**config.mk**
```make
export PLATFORM = sky130hd
export DESIGN_NAME = kbc_cmd_proc
export DESIGN_NICKNAME = d
export VERILOG_FILES = /design/src/rtl/kbc_pkg.sv /design/src/rtl/kbc_cmd_decode.sv /design/src/rtl/kbc_flag_logic.sv /design/src/rtl/kbc_rst_pulse.sv /design/src/rtl/kbc_cmd_proc.sv
export SDC_FILE = /design/constraint.sdc
export NUM_CORES = 1
export LEC_CHECK = 0
export BUFFER_PORTS_ARGS = -buffer_cell sky130_fd_sc_hd__buf_2
export CORE_MARGIN = 2
export CORE_UTILIZATION = 60
export CTS_CLUSTER_SIZE = 12
export DETAILED_ROUTE_END_ITERATION = 8
export PLACE_DENSITY_LB_ADDON = 0.3
export SLEW_MARGIN = 20
export SYNTH_ARGS = -nofsm -noshare
export SYNTH_HDL_FRONTEND = slang
export SYNTH_SLANG_ARGS = --single-unit
```
**constraint.sdc**
```tcl
create_clock -name clk -period 2.9 [get_ports clk]
set_input_delay 0.58 -clock clk [delete_from_list [all_inputs] [get_ports clk]]
set_output_delay 0.58 -clock clk [all_outputs]
set_load 0.01 [all_outputs]
```
**src/rtl/kbc_pkg.sv**
```systemverilog
package kbc_pkg;
  localparam int BYTE_W = 8;

  localparam logic [7:0] OP_RD_MODE  = 8'h20;
  localparam logic [7:0] OP_WR_MODE  = 8'h60;
  localparam logic [7:0] OP_AUX_OFF  = 8'hA7;
  localparam logic [7:0] OP_AUX_ON   = 8'hA8;
  localparam logic [7:0] OP_AUX_TEST = 8'hA9;
  localparam logic [7:0] OP_SELFTEST = 8'hAA;
  localparam logic [7:0] OP_KBD_TEST = 8'hAB;
  localparam logic [7:0] OP_KBD_OFF  = 8'hAD;
  localparam logic [7:0] OP_KBD_ON   = 8'hAE;
  localparam logic [7:0] OP_RD_IN    = 8'hC0;
  localparam logic [7:0] OP_RD_OUT   = 8'hD0;
  localparam logic [7:0] OP_WR_OUT   = 8'hD1;
  localparam logic [7:0] OP_WR_KQ    = 8'hD2;
  localparam logic [7:0] OP_WR_AQ    = 8'hD3;
  localparam logic [7:0] OP_WR_AUX   = 8'hD4;
  localparam logic [7:0] OP_GATE_LO  = 8'hDD;
  localparam logic [7:0] OP_GATE_HI  = 8'hDF;

  localparam logic [7:0] MODE_INIT = 8'h03;
  localparam logic [7:0] PORT_INIT = 8'hCF;

  typedef enum logic [3:0] {
    CK_IGNORE, CK_ARM, CK_Q_MODE, CK_Q_PORT, CK_Q_CONST, CK_SELFTEST,
    CK_AUX_OFF, CK_AUX_ON, CK_KBD_OFF, CK_KBD_ON, CK_GATE_HI, CK_GATE_LO,
    CK_CPU_RST
  } cmd_kind_e;

  // Pulse family folds first: upper nibble F, low bit picks reset or no-op.
  function automatic cmd_kind_e classify(input logic [7:0] op);
    if (op[7:4] == 4'hF) return op[0] ? CK_IGNORE : CK_CPU_RST;
    case (op)
      OP_WR_MODE, OP_WR_OUT, OP_WR_KQ, OP_WR_AQ, OP_WR_AUX: return CK_ARM;
      OP_RD_MODE:                         return CK_Q_MODE;
      OP_RD_OUT:                          return CK_Q_PORT;
      OP_RD_IN, OP_AUX_TEST, OP_KBD_TEST: return CK_Q_CONST;
      OP_SELFTEST:                        return CK_SELFTEST;
      OP_AUX_OFF:                         return CK_AUX_OFF;
      OP_AUX_ON:                          return CK_AUX_ON;
      OP_KBD_OFF:                         return CK_KBD_OFF;
      OP_KBD_ON:                          return CK_KBD_ON;
      OP_GATE_HI:                         return CK_GATE_HI;
      OP_GATE_LO:                         return CK_GATE_LO;
      default:                            return CK_IGNORE;
    endcase
  endfunction

  function automatic logic [7:0] fixed_reply(input logic [7:0] op);
    case (op)
      OP_RD_IN:    return 8'h80;
      OP_SELFTEST: return 8'h55;
      default:     return 8'h00;
    endcase
  endfunction

  // Output port as read back: bits 4/5 mirror the live buffer flags.
  function automatic logic [7:0] port_view(input logic [7:0] stored,
                                           input logic any_full,
                                           input logic aux_only);
    return {stored[7:6], aux_only, any_full, stored[3:0]};
  endfunction
endpackage

```
**src/rtl/kbc_cmd_decode.sv**
```systemverilog
module kbc_cmd_decode
  import kbc_pkg::*;
(
  input  logic [BYTE_W-1:0] op_i,
  output cmd_kind_e         kind_o,
  output logic [BYTE_W-1:0] const_o
);
  always_comb begin
    kind_o  = classify(op_i);
    const_o = fixed_reply(op_i);
  end
endmodule

```
**src/rtl/kbc_flag_logic.sv**
```systemverilog
module kbc_flag_logic
  import kbc_pkg::*;
(
  input  logic              kbd_pend_i,
  input  logic              aux_pend_i,
  input  logic [BYTE_W-1:0] mode_i,
  input  logic              self_ok_i,
  input  logic              last_cmd_i,
  output logic [BYTE_W-1:0] status_o,
  output logic              any_full_o,
  output logic              aux_only_o,
  output logic              irq_kbd_o,
  output logic              irq_aux_o
);
  always_comb begin
    any_full_o = kbd_pend_i | aux_pend_i;
    aux_only_o = aux_pend_i & ~kbd_pend_i;   // keyboard data wins
    status_o   = {2'b00, aux_only_o, 1'b1, last_cmd_i, self_ok_i, 1'b0, any_full_o};
    irq_kbd_o  = kbd_pend_i & mode_i[0] & ~mode_i[4];
    irq_aux_o  = aux_only_o & mode_i[1];
  end
endmodule

```
**src/rtl/kbc_rst_pulse.sv**
```systemverilog
module kbc_rst_pulse #(
  parameter int CYCLES = 750
) (
  input  logic clk,
  input  logic rst_n,
  input  logic trig_i,
  output logic pulse_o
);
  localparam int CW = $clog2(CYCLES + 1);
  logic [CW-1:0] left_q;

  always_ff @(posedge clk) begin
    if (!rst_n)              left_q <= '0;
    else if (trig_i)         left_q <= CW'(CYCLES);
    else if (left_q != '0)   left_q <= left_q - CW'(1);
  end
  assign pulse_o = (left_q != '0);

  p_pulse_start_r10: assert property (@(posedge clk) disable iff (!rst_n)
    trig_i |=> pulse_o);
  p_pulse_no_cut_r10: assert property (@(posedge clk) disable iff (!rst_n)
    $fell(pulse_o) |-> !$past(trig_i));
endmodule

```
**src/rtl/kbc_cmd_proc.sv**
```systemverilog
module kbc_cmd_proc
  import kbc_pkg::*;
#(
  parameter int CLK_MHZ = 125,
  parameter int RST_US  = 6
) (
  input  logic              clk,
  input  logic              rst_n,
  input  logic              host_sel,
  input  logic              host_we,
  input  logic              host_re,
  input  logic [BYTE_W-1:0] host_wdata,
  output logic [BYTE_W-1:0] host_rdata,
  input  logic [BYTE_W-1:0] rq_head_i,
  output logic              rq_pop_o,
  input  logic              kbd_pend_i,
  input  logic              aux_pend_i,
  output logic              rep_valid_o,
  output logic              rep_aux_o,
  output logic [BYTE_W-1:0] rep_data_o,
  output logic              kbd_tx_o,
  output logic              aux_tx_o,
  output logic [BYTE_W-1:0] tx_data_o,
  output logic              xlat_en_o,
  output logic              a20_o,
  output logic              cpu_rst_o,
  output logic              irq_kbd_o,
  output logic              irq_aux_o
);
  localparam int RST_CYCLES = CLK_MHZ * RST_US;

  logic [BYTE_W-1:0] mode_q, port_q, armed_q, status, const_rep;
  logic              self_q, lastcmd_q, any_full, aux_only;
  cmd_kind_e         kind;

  // Named events for the checks below.
  logic cmd_wr, dat_wr, rst_req;
  assign cmd_wr  = host_we &  host_sel;
  assign dat_wr  = host_we & ~host_sel;
  assign rst_req = (cmd_wr && kind == CK_CPU_RST) ||
                   (dat_wr && armed_q == OP_WR_OUT && !host_wdata[0]);

  kbc_cmd_decode u_dec (.op_i(host_wdata), .kind_o(kind), .const_o(const_rep));

  kbc_flag_logic u_flags (
    .kbd_pend_i(kbd_pend_i), .aux_pend_i(aux_pend_i), .mode_i(mode_q),
    .self_ok_i(self_q), .last_cmd_i(lastcmd_q), .status_o(status),
    .any_full_o(any_full), .aux_only_o(aux_only),
    .irq_kbd_o(irq_kbd_o), .irq_aux_o(irq_aux_o));

  kbc_rst_pulse #(.CYCLES(RST_CYCLES)) u_pulse (
    .clk(clk), .rst_n(rst_n), .trig_i(rst_req), .pulse_o(cpu_rst_o));

  always_ff @(posedge clk) begin
    if (!rst_n) begin
      mode_q      <= MODE_INIT;
      port_q      <= PORT_INIT;
      armed_q     <= '0;
      self_q      <= 1'b0;
      lastcmd_q   <= 1'b1;
      rep_valid_o <= 1'b0;
      rep_aux_o   <= 1'b0;
      rep_data_o  <= '0;
      kbd_tx_o    <= 1'b0;
      aux_tx_o    <= 1'b0;
      tx_data_o   <= '0;
    end else begin
      rep_valid_o <= 1'b0;
      rep_aux_o   <= 1'b0;
      kbd_tx_o    <= 1'b0;
      aux_tx_o    <= 1'b0;
      if (host_we) lastcmd_q <= host_sel;
      if (cmd_wr) begin
        case (kind)
          CK_ARM:      armed_q <= host_wdata;
          CK_Q_MODE:   begin rep_valid_o <= 1'b1; rep_data_o <= mode_q; end
          CK_Q_PORT:   begin
            rep_valid_o <= 1'b1;
            rep_data_o  <= port_view(port_q, any_full, aux_only);
          end
          CK_Q_CONST:  begin rep_valid_o <= 1'b1; rep_data_o <= const_rep; end
          CK_SELFTEST: begin
            self_q      <= 1'b1;
            rep_valid_o <= 1'b1;
            rep_data_o  <= const_rep;
          end
          CK_AUX_OFF:  mode_q[5] <= 1'b1;
          CK_AUX_ON:   mode_q[5] <= 1'b0;
          CK_KBD_OFF:  mode_q[4] <= 1'b1;
          CK_KBD_ON:   mode_q[4] <= 1'b0;
          CK_GATE_HI:  port_q[1] <= 1'b1;
          CK_GATE_LO:  port_q[1] <= 1'b0;
          default: ;
        endcase
      end
      if (dat_wr) begin
        armed_q <= '0;
        case (armed_q)
          OP_WR_MODE: mode_q <= host_wdata;
          OP_WR_OUT:  port_q <= host_wdata;
          OP_WR_KQ:   begin rep_valid_o <= 1'b1; rep_data_o <= host_wdata; end
          OP_WR_AQ:   begin
            rep_valid_o <= 1'b1;
            rep_aux_o   <= 1'b1;
            rep_data_o  <= host_wdata;
          end
          OP_WR_AUX:  begin aux_tx_o <= 1'b1; tx_data_o <= host_wdata; end
          default:    begin kbd_tx_o <= 1'b1; tx_data_o <= host_wdata; end
        endcase
      end
    end
  end

  assign xlat_en_o  = mode_q[6];
  assign a20_o      = port_q[1];
  assign host_rdata = host_sel ? status : rq_head_i;
  assign rq_pop_o   = host_re & ~host_sel;

  p_arm_clear_r3: assert property (@(posedge clk) disable iff (!rst_n)
    dat_wr |=> (armed_q == '0));
  p_one_event_r4: assert property (@(posedge clk) disable iff (!rst_n)
    $onehot0({rep_valid_o, kbd_tx_o, aux_tx_o}));
  p_reply_cause_r7: assert property (@(posedge clk) disable iff (!rst_n)
    rep_valid_o |-> $past(host_we));
  p_gate_quiet_r9: assert property (@(posedge clk) disable iff (!rst_n)
    !$past(host_we) |-> $stable(a20_o));
  p_irq_excl_r12: assert property (@(posedge clk) disable iff (!rst_n)
    $onehot0({irq_kbd_o, irq_aux_o}));
  p_pop_data_r14: assert property (@(posedge clk) disable iff (!rst_n)
    rq_pop_o |-> !host_sel);
endmodule

```
==> tab_implementation.tex, run 1 <==
\begin{tabular}{lr}
\hline
Metric & Value \\
\hline
\multicolumn{2}{l}{\textbf{Drt}} \\
Routed WL & $\sim$7100 µm \\
Final routed wire length divided by cell count & $\sim$16 µm \\
Routed vias/inst & about 6.0 \\
Via count & $\sim$2,700 \\
Violation count after the first detailed-route iteration & approximately 200 \\
Antenna viol nets, final & 0 \\
Post-route DRC violation count & 0 \\
Number of detailed-route iterations in the first pass & 5 \\
\multicolumn{2}{l}{\textbf{Cells and area}} \\
Antenna diode count & 0 \\
Layout overhead on the synthesized area & 11.5\% \\
Fillers & roughly 390 \\
Multi-input gate area & about 1800 µm² \\
Final-stage net count & $\sim$400 \\
Area taken by flip-flops and latches & 1080 µm² \\
Proportion of layout cells with a drive suffix above 1 & 0.226 \\
\multicolumn{2}{l}{\textbf{Critical path}} \\
FF-to-FF setup slack & about 0.9 ns \\
Worst path bufs/invs & 1 \\
Max Fanout on Critical Path & 7 \\
Crit start category & flip-flop \\
Beginning of the worst register-to-register path & armed\_q[4] \\
Crit-path cells & nor4\_2 > nand3\_1 > buf\_2 \\
Kind of end point of the critical path & output port \\
Worst setup path category & flip-flop to output port \\
Highest-delay cell along the critical path & nor4\_2 \\
Critical Path Source & u\_pulse.left\_q[2] \\
Terminus of the critical flop-to-flop path & mode\_q[4] \\
Crit-path leading delay family & simple AND/OR/NAND/NOR gates \\
Maximum cell stage delay along the critical path & $\sim$0.50 ns \\
Number of cells traversed by the worst register-to-register path & 5 \\
Required time of the critical path & $\sim$2.3 ns \\
Crit path DAT & between 1.5 and 2 ns \\
\multicolumn{2}{l}{\textbf{Floorplan}} \\
Vert. Die Dim & $\sim$75 µm \\
Initial Util & 0.631 \\
Die Width & between 70 and 80 µm \\
Total I/O pin count & 57 \\
Area of the placeable core & 4790 µm² \\
Total Die Area & between 5000 and 6000 µm² \\
FP Rows & 25 \\
\multicolumn{2}{l}{\textbf{Timing}} \\
Crit path time final & roughly 2.3 ns \\
Max-Slew Margin vs Limit & 0.474 \\
Slew @ Worst Pin & 0.790 ns \\
Highest attainable clock frequency & approximately 440 MHz \\
Worst clock skew & 0.00723 ns \\
Period utilization & 0.790 \\
Pins over their slew limit & 0 \\
Final hold viol count & 0 \\
Total negative slack & 0 ns \\
Setup repair after global routing missed its margin & false \\
Finish-stage setup viols & 0 \\
\multicolumn{2}{l}{\textbf{Clock tree}} \\
Total of cells resized after clock tree synthesis & 0 \\
Sinks on Clock Net & 54 \\
Max H-tree Level & 2 \\
Clock tree from TritonCTS & built \\
Clock latency on the worst-skew pair & around 0.31 ns \\
Clock-pin slew on the worst setup and hold paths & 0.10 ns \\
Total CTS buffers & 5 \\
Buffers inserted during post-CTS setup optimization & 0 \\
Clock buffer depth & 2 \\
Hold buffer count at CTS & 0 \\
CTS root buf & clkbuf\_8 \\
\multicolumn{2}{l}{\textbf{Placed design}} \\
Last weighted congestion value of the routability-driven placer & between 0.9 and 1 \\
I/O Buffers & 56 \\
Post-detail-place hpwl & roughly 5000 µm \\
\multicolumn{2}{l}{\textbf{Global routing}} \\
Wire length of the first global-routing pass & about 11,000 µm \\
Maximum number of pins on one net before global-route repair & 39 \\
Global routing usage summed across all routing layers & 0.259 \\
Global route total overflow & 0 \\
Vias in the first global route & 2,336 \\
Antenna violations before repair & 0 \\
\multicolumn{2}{l}{\textbf{Yosys}} \\
Netlist area before placement & $\sim$3000 µm² \\
Seq cells post-synth & 54 \\
Synthesized netlist cell count & roughly 340 \\
Mean Syn Cell Area & around 9 µm² \\
Post-synth ARST share & 0 \\
Post-synthesis net count & between 300 and 400 \\
Main area contributors after synthesis & dfxtp\_1 36\%, mux2i\_1 9.3\%, nor2b\_1 4.8\% \\
Number of warnings printed during yosys synthesis & 0 \\
Area share of the largest cell type after synthesis & 0.358 \\
Dominant cell type by area after synthesis & dfxtp\_1 \\
Top FF cell, synth & dfxtp\_1 \\
Portion of the post-synthesis area used by sequential elements & 0.358 \\
Library cells used by synthesis & 64 \\
Number of flops mapped to enable cells by yosys & 0 \\
\multicolumn{2}{l}{\textbf{Power and ir drop}} \\
Logic pwr share & 0.292 \\
Sw power & 0.587 mW \\
Leakage & between 1 and 1.5 nW \\
Worst supply voltage drop on vdd & approximately 0.33 mV \\
Part of the power in registers & 0.480 \\
Ratio of total power to cell area & about 540 nW/µm² \\
Internal power contribution & approximately 1.2 mW \\
Total power consumption of the routed design & between 1.5 and 2 mW \\
Clock power share & 0.228 \\
Switching part of the total & 0.324 \\
\multicolumn{2}{l}{\textbf{Min path}} \\
Source of the worst hold timing path & armed\_q[3] \\
Cell depth of the worst hold path & 2 \\
Hold crit path type & flip-flop to flip-flop \\
Endpoint of the worst hold path & armed\_q[3] \\
\multicolumn{2}{l}{\textbf{Run}} \\
\# Max-Cap Violations & 0 \\
\multicolumn{2}{l}{\textbf{Run status}} \\
Status & completed \\
\hline
\end{tabular}
## cell type report
cell class / count / area share
Clock buffer: 6 / 0.0216
Sequential cell: 54 / 0.321
Multi-Input combinational cell: 257 / 0.536
Timing Repair Buffer: 58 / 0.0877
Inverter: 4 / 0.00446
Tap cell: 67 / 0.0249
Clock inverter: 2 / 0.00409
## synth_stat cells (all sizes together) (4+ instances only)
library cell,instances
a21boi,7
a21oi,18
a31oi,6
and2,4
and3,7
and3b,4
buf,13
clkbuf,9
dfxtp,54
inv,4
mux2,6
mux2i,28
nand2,30
nand2b,4
nand3,11
nand4,6
nand4b,4
nor2,10
nor2b,23
nor3,7
nor3b,5
nor4,6
o21a,7
o21ai,10
o31ai,5
## layout by cell type (no fill, tap or decap), types with 3 or more instances in the layout
cell type / n
clkbuf_8: 5
and3b_1: 4
nand3b_1: 3
a21oi_1: 15
and2_1: 4
nor2_1: 10
nand4_1: 6
buf_2: 56
o21ai_0: 10
a31oi_1: 5
mux2_2: 6
a21oi_2: 3
xnor2_1: 3
nand3_1: 11
nand2b_1: 4
nor2b_1: 23
nor3_1: 7
nor4_1: 5
and3_1: 7
o2111ai_1: 3
nand2_1: 30
mux2i_1: 28
a21boi_0: 7
o21a_1: 7
nor3b_1: 4
inv_1: 4
xor2_1: 3
dfxtp_1: 54
nand4b_1: 4
o31ai_1: 5
## power groups by stage
| stage | Clock (mW) | Combinational [mW] | Sequential, mW |
|---|---|---|---|
| floorplan | 0 | 0.415 | 0.876 |
| global placement | 0 | 0.512 | 0.881 |
| detailed placement | 0 | 0.527 | 0.885 |
| CTS | 0.422 | 0.531 | 0.868 |
| global route | 0.448 | 0.592 | 0.879 |
| finish | 0.413 | 0.530 | 0.869 |
## through the flow
stage | instance area [µm²] | utilization | cells | worst slack [ns] | hold WS, ns
floorplan | 3020 | - | 337 | 0.854 | 0.430
global placement | 3280 | 0.685 | 440 | 0.499 | 0.450
detailed placement | 3280 | 0.685 | 440 | 0.401 | 0.460
CTS | 3370 | 0.703 | 448 | 0.617 | 0.472
global route | 3370 | 0.703 | 448 | 0.533 | 0.503
finish | 3370 | 0.703 | 448 | 0.608 | 0.473
## worst register-to-register path, delay by kind of cell, from the launching register on
family,cells,cell delay [ns]
and+or+nand+nor,3,1.11
AOI/OAI and AO/OA,2,0.43
DFF,1,0.35
## worst max path at each step
stage / end / slack, ns / cells past startpoint
after floorplan: armed_q[6] / 0.85 / 6
after global placement: armed_q[4] / 0.50 / 6
after detailed placement: armed_q[4] / 0.40 / 6
after CTS: cpu_rst_o / 0.62 / 3
after global routing: cpu_rst_o / 0.53 / 3
final: cpu_rst_o / 0.61 / 3
## cell families (layout without fill, tap and decap cells)
kind of cell,Yosys count,count (layout),synth area share
adders and majority gates,1,1,0.00415
AOI/OAI and AO/OA,77,77,0.186
xor gates and xnor gates,6,6,0.0174
muxes,34,34,0.115
DFF,54,54,0.358
and+or+nand+nor,139,139,0.275
buffers and inverters,26,70,0.0439
## flip-flops by register name, summed over array words and instances (netlist names)
name            count
armed_q             8
aux_tx_o            1
kbd_tx_o            1
lastcmd_q           1
mode_q              8
port_q              6
rep_aux_o           1
rep_data_o          8
rep_valid_o         1
self_q              1
tx_data_o           8
u_pulse.left_q     10
## routing by layer
layer	part of all wire	vias to the layer above	track usage	wire, µm
met4	0.0067	0	0.0635	48
met3	0.066	6	0.0375	471
met2	0.48	101	0.432	3450
met5	0	-	0	0
li1	-	1340	-	-
met1	0.44	1243	0.354	3150
Note: power is estimated with default switching activity, not from simulation.
==> run 2: changes to the inputs <==
--- a/config.mk
+++ b/config.mk
@@ -7,7 +7,7 @@
 export LEC_CHECK = 0
 export BUFFER_PORTS_ARGS = -buffer_cell sky130_fd_sc_hd__buf_2
 export CORE_MARGIN = 2
-export CORE_UTILIZATION = 60
+export CORE_UTILIZATION = 55
 export CTS_CLUSTER_SIZE = 12
 export DETAILED_ROUTE_END_ITERATION = 8
 export PLACE_DENSITY_LB_ADDON = 0.3
==> constraint.sdc (replaced) <==
create_clock -name clk -period 2.3 [get_ports clk]
set_input_delay 0.46 -clock clk [delete_from_list [all_inputs] [get_ports clk]]
set_output_delay 0.46 -clock clk [all_outputs]
set_load 0.01 [all_outputs]
==> tab_implementation.tex, run 2 (synthesis gave the netlist of run 1 again) <==
\begin{tabular}{lr}
\hline
Metric & Value \\
\hline
\multicolumn{2}{l}{\textbf{Drt}} \\
Routed WL & $\sim$7400 µm \\
Number of detailed-route iterations in the first pass & 4 \\
Antenna viol nets, final & 0 \\
Violation count after the first detailed-route iteration & about 150 \\
Final routed wire length divided by cell count & about 16 µm \\
Via count & approximately 2,800 \\
Routed vias/inst & between 5 and 6 \\
Post-route DRC violation count & 0 \\
\multicolumn{2}{l}{\textbf{Timing}} \\
Worst Hold Slack & around 0.46 ns \\
Highest attainable clock frequency & roughly 470 MHz \\
Final hold viol count & 0 \\
Total negative slack & 0 ns \\
Setup repair after global routing missed its margin & false \\
Crit path time final & approximately 2.1 ns \\
Finish-stage setup viols & 0 \\
Max-Slew Margin vs Limit & 0.538 \\
Slew @ Worst Pin & $\sim$0.7 ns \\
Period utilization & 0.928 \\
Pins over their slew limit & 0 \\
Worst clock skew & roughly 0.0096 ns \\
Final Worst Setup Slack & around 0.16 ns \\
\multicolumn{2}{l}{\textbf{Clock tree}} \\
CTS root buf & clkbuf\_8 \\
Clock buffer depth & 2 \\
Sinks on Clock Net & 54 \\
Buffers inserted during post-CTS setup optimization & 0 \\
Total of cells resized after clock tree synthesis & 0 \\
Clock tree from TritonCTS & built \\
Max H-tree Level & 2 \\
Clock latency on the worst-skew pair & approximately 0.31 ns \\
Clock-pin slew on the worst setup and hold paths & $\sim$0.10 ns \\
Hold buffer count at CTS & 0 \\
Total CTS buffers & 5 \\
\multicolumn{2}{l}{\textbf{Cells and area}} \\
Area taken by flip-flops and latches & 1080 µm² \\
Leading cell types in the layout, fill and taps excluded & 56 x buf\_2, 54 x dfxtp\_1, 30 x nand2\_1, 28 x mux2i\_1, 23 x nor2b\_1 \\
Largest register by flop count & u\_pulse.left\_q \\
Antenna diode count & 0 \\
Post-route insts no fill & 465 \\
Final-stage net count & $\sim$420 \\
Finished layout cell area & roughly 3500 µm² \\
Utilization after layout & 0.676 \\
Layout overhead on the synthesized area & 16.5\% \\
Max reg flops & 10 \\
Commonest non-fill, non-tap cell in the layout & buf\_2 \\
Fillers & 440 \\
Proportion of layout cells with a drive suffix above 1 & 0.258 \\
Multi-input gate area & about 1800 µm² \\
\multicolumn{2}{l}{\textbf{Critical path}} \\
Max Fanout on Critical Path & 7 \\
Worst setup path category & flip-flop to output port \\
Crit-path cells & nor4\_2 > nand3\_1 > buf\_2 \\
Required time of the critical path & about 1.8 ns \\
Maximum cell stage delay along the critical path & between 0.4 and 0.5 ns \\
Kind of end point of the critical path & output port \\
Crit start category & flip-flop \\
Highest-delay cell along the critical path & nor4\_2 \\
Crit path DAT & around 1.7 ns \\
\multicolumn{2}{l}{\textbf{Global routing}} \\
Global route total overflow & 0 \\
Wire length of the first global-routing pass & 12,200 µm \\
Vias in the first global route & 2,659 \\
Global routing usage summed across all routing layers & 0.249 \\
Maximum number of pins on one net before global-route repair & 21 \\
Antenna violations before repair & 0 \\
\multicolumn{2}{l}{\textbf{Floorplan}} \\
Die Width & roughly 78 µm \\
FP Rows & 26 \\
Initial Util & 0.580 \\
Vert. Die Dim & roughly 78 µm \\
Total Die Area & between 6000 and 7000 µm² \\
Total I/O pin count & 57 \\
Area of the placeable core & 5200 µm² \\
\multicolumn{2}{l}{\textbf{Placed design}} \\
I/O Buffers & 56 \\
Worst slack, placed & around 0.052 ns \\
Post-detail-place hpwl & 5440 µm \\
Last weighted congestion value of the routability-driven placer & between 0.8 and 0.9 \\
Placed Cells incl. Taps & roughly 460 \\
Post-DP Area & $\sim$3400 µm² \\
\multicolumn{2}{l}{\textbf{Run status}} \\
Status & completed \\
\multicolumn{2}{l}{\textbf{Min path}} \\
Hold crit path type & flip-flop to flip-flop \\
\multicolumn{2}{l}{\textbf{Power and ir drop}} \\
Leakage & 1.48 nW \\
Worst supply voltage drop on vdd & approximately 0.47 mV \\
Total power consumption of the routed design & 2.48 mW \\
Ratio of total power to cell area & slightly above 700 nW/µm² \\
\multicolumn{2}{l}{\textbf{Run}} \\
\# Max-Cap Violations & 0 \\
\hline
\end{tabular}
[run 2: path summary, 6_finish.rpt]
| kind | start | to | slack, ns | cells past startpoint |
|---|---|---|---|---|
| max reg2reg | armed_q[2] | rep_data_o[1] | 0.37 | 5 |
| min | armed_q[3] | armed_q[3] | 0.46 | 2 |
| min reg2reg | armed_q[3] | armed_q[3] | 0.46 | 2 |
| max | u_pulse.left_q[6] | cpu_rst_o | 0.16 | 3 |
[run 2: critical path: cells and delay by family, from the launching register on]
| family | cells | cell delay, ns |
|---|---|---|
| DFF | 1 | 0.38 |
| buffers and inverters | 1 | 0.24 |
| and+or+nand+nor | 2 | 0.75 |
[run 2: final cells by class]
cell class	count	area share
Clock buffer	5	0.0196
Inverter	4	0.00427
Tap cell	70	0.0249
Multi-Input combinational cell	257	0.517
Clock inverter	3	0.0128
Timing Repair Buffer	72	0.114
Sequential cell	54	0.307
[run 2: where the power goes]
group / switching, mW / total [mW] / internal [mW]
Sequential: 0.0953 / 1.11 / 1.02
Clock: 0.322 / 0.647 / 0.324
Combinational: 0.377 / 0.714 / 0.337
Total: 0.795 / 2.48 / 1.68
[run 2: metal layers]
metal	up-vias	share of wire	wire length, µm	track usage
met5	-	0	0	0
met4	0	0.015	110	0.0965
met3	13	0.054	397	0.0391
met2	94	0.49	3610	0.418
met1	1307	0.44	3240	0.322
li1	1358	-	-	-
==> run 3: changes to the inputs <==
--- a/config.mk
+++ b/config.mk
@@ -6,10 +6,10 @@
 export NUM_CORES = 1
 export LEC_CHECK = 0
 export BUFFER_PORTS_ARGS = -buffer_cell sky130_fd_sc_hd__buf_2
-export CORE_MARGIN = 2
 export CORE_UTILIZATION = 55
 export CTS_CLUSTER_SIZE = 12
 export DETAILED_ROUTE_END_ITERATION = 8
+export MAX_ROUTING_LAYER = met4
 export PLACE_DENSITY_LB_ADDON = 0.3
 export SLEW_MARGIN = 20
 export SYNTH_ARGS = -nofsm -noshare
==> tab_implementation.tex, run 3 (synthesis gave the netlist of run 1 again) <==
\begin{tabular}{lr}
\hline
Metric & Value \\
\hline
\multicolumn{2}{l}{\textbf{Global routing}} \\
Global route total overflow & 0 \\
Global routing usage summed across all routing layers & 0.270 \\
Vias in the first global route & $\sim$2,700 \\
Maximum number of pins on one net before global-route repair & 25 \\
Routing usage on met2 & 0.423 \\
Met1 GRT Util & 0.357 \\
Antenna violations before repair & 0 \\
Met3 layer usage reported by global route & 0.0467 \\
Most heavily used metal layer in global routing & met2 \\
Wire length of the first global-routing pass & approximately 12,000 µm \\
\multicolumn{2}{l}{\textbf{Clock tree}} \\
Max H-tree Level & 2 \\
Clock-pin slew on the worst setup and hold paths & around 0.1 ns \\
Clock latency on the worst-skew pair & 0.31 ns \\
Clock buffer depth & 2 \\
CTS root buf & clkbuf\_8 \\
Hold buffer count at CTS & 0 \\
Total CTS buffers & 5 \\
Clock tree from TritonCTS & built \\
Sinks on Clock Net & 54 \\
\multicolumn{2}{l}{\textbf{Min path}} \\
Hold crit path type & flip-flop to flip-flop \\
Endpoint of the worst hold path & armed\_q[3] \\
Cell depth of the worst hold path & 2 \\
Source of the worst hold timing path & armed\_q[3] \\
\multicolumn{2}{l}{\textbf{Timing}} \\
Period utilization & 0.917 \\
Setup repair after global routing missed its margin & false \\
Worst clock skew & approximately 0.0052 ns \\
Slew @ Worst Pin & about 0.47 ns \\
Finish-stage setup viols & 0 \\
Final hold viol count & 0 \\
Pins over their slew limit & 0 \\
Max-Slew Margin vs Limit & 0.685 \\
Crit path time final & 2.11 ns \\
Total negative slack & 0 ns \\
Highest attainable clock frequency & between 400 and 500 MHz \\
\multicolumn{2}{l}{\textbf{Critical path}} \\
Crit-path cells & nor4\_4 > nand3\_1 > buf\_2 \\
Crit path DAT & $\sim$1.7 ns \\
Terminus of the critical flop-to-flop path & rep\_data\_o[1] \\
Highest-delay cell along the critical path & nor4\_4 \\
Crit-path leading delay family & simple AND/OR/NAND/NOR gates \\
Required time of the critical path & 1.84 ns \\
Kind of end point of the critical path & output port \\
Maximum cell stage delay along the critical path & roughly 0.42 ns \\
Beginning of the worst register-to-register path & armed\_q[2] \\
Crit start category & flip-flop \\
Worst setup path category & flip-flop to output port \\
FF-to-FF setup slack & around 0.43 ns \\
Worst path bufs/invs & 1 \\
Max Fanout on Critical Path & 7 \\
Number of cells traversed by the worst register-to-register path & 5 \\
\multicolumn{2}{l}{\textbf{Drt}} \\
Number of detailed-route iterations in the first pass & 5 \\
Via count & 2,831 \\
Antenna viol nets, final & 0 \\
Routed WL & about 7400 µm \\
Final routed wire length divided by cell count & between 15 and 20 µm \\
Post-route DRC violation count & 0 \\
Routed vias/inst & between 6 and 7 \\
Violation count after the first detailed-route iteration & between 100 and 150 \\
\multicolumn{2}{l}{\textbf{Run}} \\
\# Max-Cap Violations & 0 \\
\multicolumn{2}{l}{\textbf{Cells and area}} \\
Largest register by flop count & u\_pulse.left\_q \\
Multi-input gate area & 1820 µm² \\
Layout overhead on the synthesized area & 18.1\% \\
Leading cell types in the layout, fill and taps excluded & 56 x buf\_2, 54 x dfxtp\_1, 30 x nand2\_1, 28 x mux2i\_1, 23 x nor2b\_1 \\
Antenna diode count & 0 \\
Final-stage net count & roughly 420 \\
Max reg flops & 10 \\
Utilization after layout & 0.685 \\
Commonest non-fill, non-tap cell in the layout & buf\_2 \\
Area taken by flip-flops and latches & 1080 µm² \\
Proportion of layout cells with a drive suffix above 1 & 0.264 \\
Fillers & roughly 440 \\
\multicolumn{2}{l}{\textbf{Run status}} \\
Status & completed \\
\multicolumn{2}{l}{\textbf{Placed design}} \\
I/O Buffers & 56 \\
Last weighted congestion value of the routability-driven placer & $\sim$0.86 \\
Post-detail-place hpwl & approximately 5400 µm \\
\multicolumn{2}{l}{\textbf{Floorplan}} \\
Total I/O pin count & 57 \\
Total Die Area & 5790 µm² \\
Area of the placeable core & $\sim$5200 µm² \\
FP Rows & 26 \\
Initial Util & 0.580 \\
Vert. Die Dim & approximately 76 µm \\
Die Width & 76.1 µm \\
\multicolumn{2}{l}{\textbf{Power and ir drop}} \\
Worst supply voltage drop on vdd & about 0.58 mV \\
Total power consumption of the routed design & $\sim$2.6 mW \\
Ratio of total power to cell area & a little over 700 nW/µm² \\
Leakage & around 1.5 nW \\
\hline
\end{tabular}
==> run 3: how the worst max path moves through the flow <==
stage / startpoint / end / slack [ns] / depth (start not counted)
after global placement: host_wdata[7] / armed_q[2] / 0.18 / 6
after CTS: u_pulse.left_q[2] / cpu_rst_o / 0.03 / 3
after floorplan: host_wdata[0] / armed_q[6] / 0.37 / 6
after detailed placement: host_wdata[0] / armed_q[7] / 0.11 / 7
final: u_pulse.left_q[2] / cpu_rst_o / 0.19 / 3
after global routing: u_pulse.left_q[2] / cpu_rst_o / 0.06 / 3
==> run 3: timing repair <==
action / 4_1_cts / 5_1_grt
endpoints found under the setup margin: 0 / 1
setup buffers: 0 / 0
gates resized for setup: 0 / 2
==> run 3: layout make-up <==
| cell class | instances | share of cell area |
|---|---|---|
| clock inverters | 3 | 0.0193 |
| clock buffers | 5 | 0.0193 |
| inverters | 4 | 0.00421 |
| multi-input cells | 257 | 0.511 |
| flip-flops and latches | 54 | 0.303 |
| well taps | 70 | 0.0246 |
| repair buffers | 75 | 0.119 |
==> run 3: stage by stage <==
stage | hold WS (ns) | cells | area (µm²) | worst slack, ns
5_1_grt | 0.487 | 468 | 3560 | 0.0631
6_report | 0.471 | 468 | 3560 | 0.191
4_1_cts | 0.470 | 468 | 3550 | 0.0298
3_3_place_gp | 0.446 | 460 | 3410 | 0.184
2_1_floorplan | 0.430 | 337 | 3020 | 0.374
3_5_place_dp | 0.456 | 460 | 3410 | 0.110
==> run 3: power breakdown <==
group | total [mW] | internal, mW | switching (mW)
Combinational | 0.715 | 0.340 | 0.375
Sequential | 1.11 | 1.02 | 0.0925
Clock | 0.759 | 0.436 | 0.323
==> run 3: per-layer routing <==
layer	vias to the layer above	part of all wire
li1	1364	-
met1	1349	0.45
met2	107	0.48
met3	11	0.059
met4	0	0.012
met5	-	0
==> run 3: worst register-to-register path: cells and delay by family (launching register included) <==
kind | cells | cell delay (ns)
AND/OR/NAND/NOR | 3 | 1.14
AO/OA/AOI/OAI | 2 | 0.31
flip-flops | 1 | 0.37
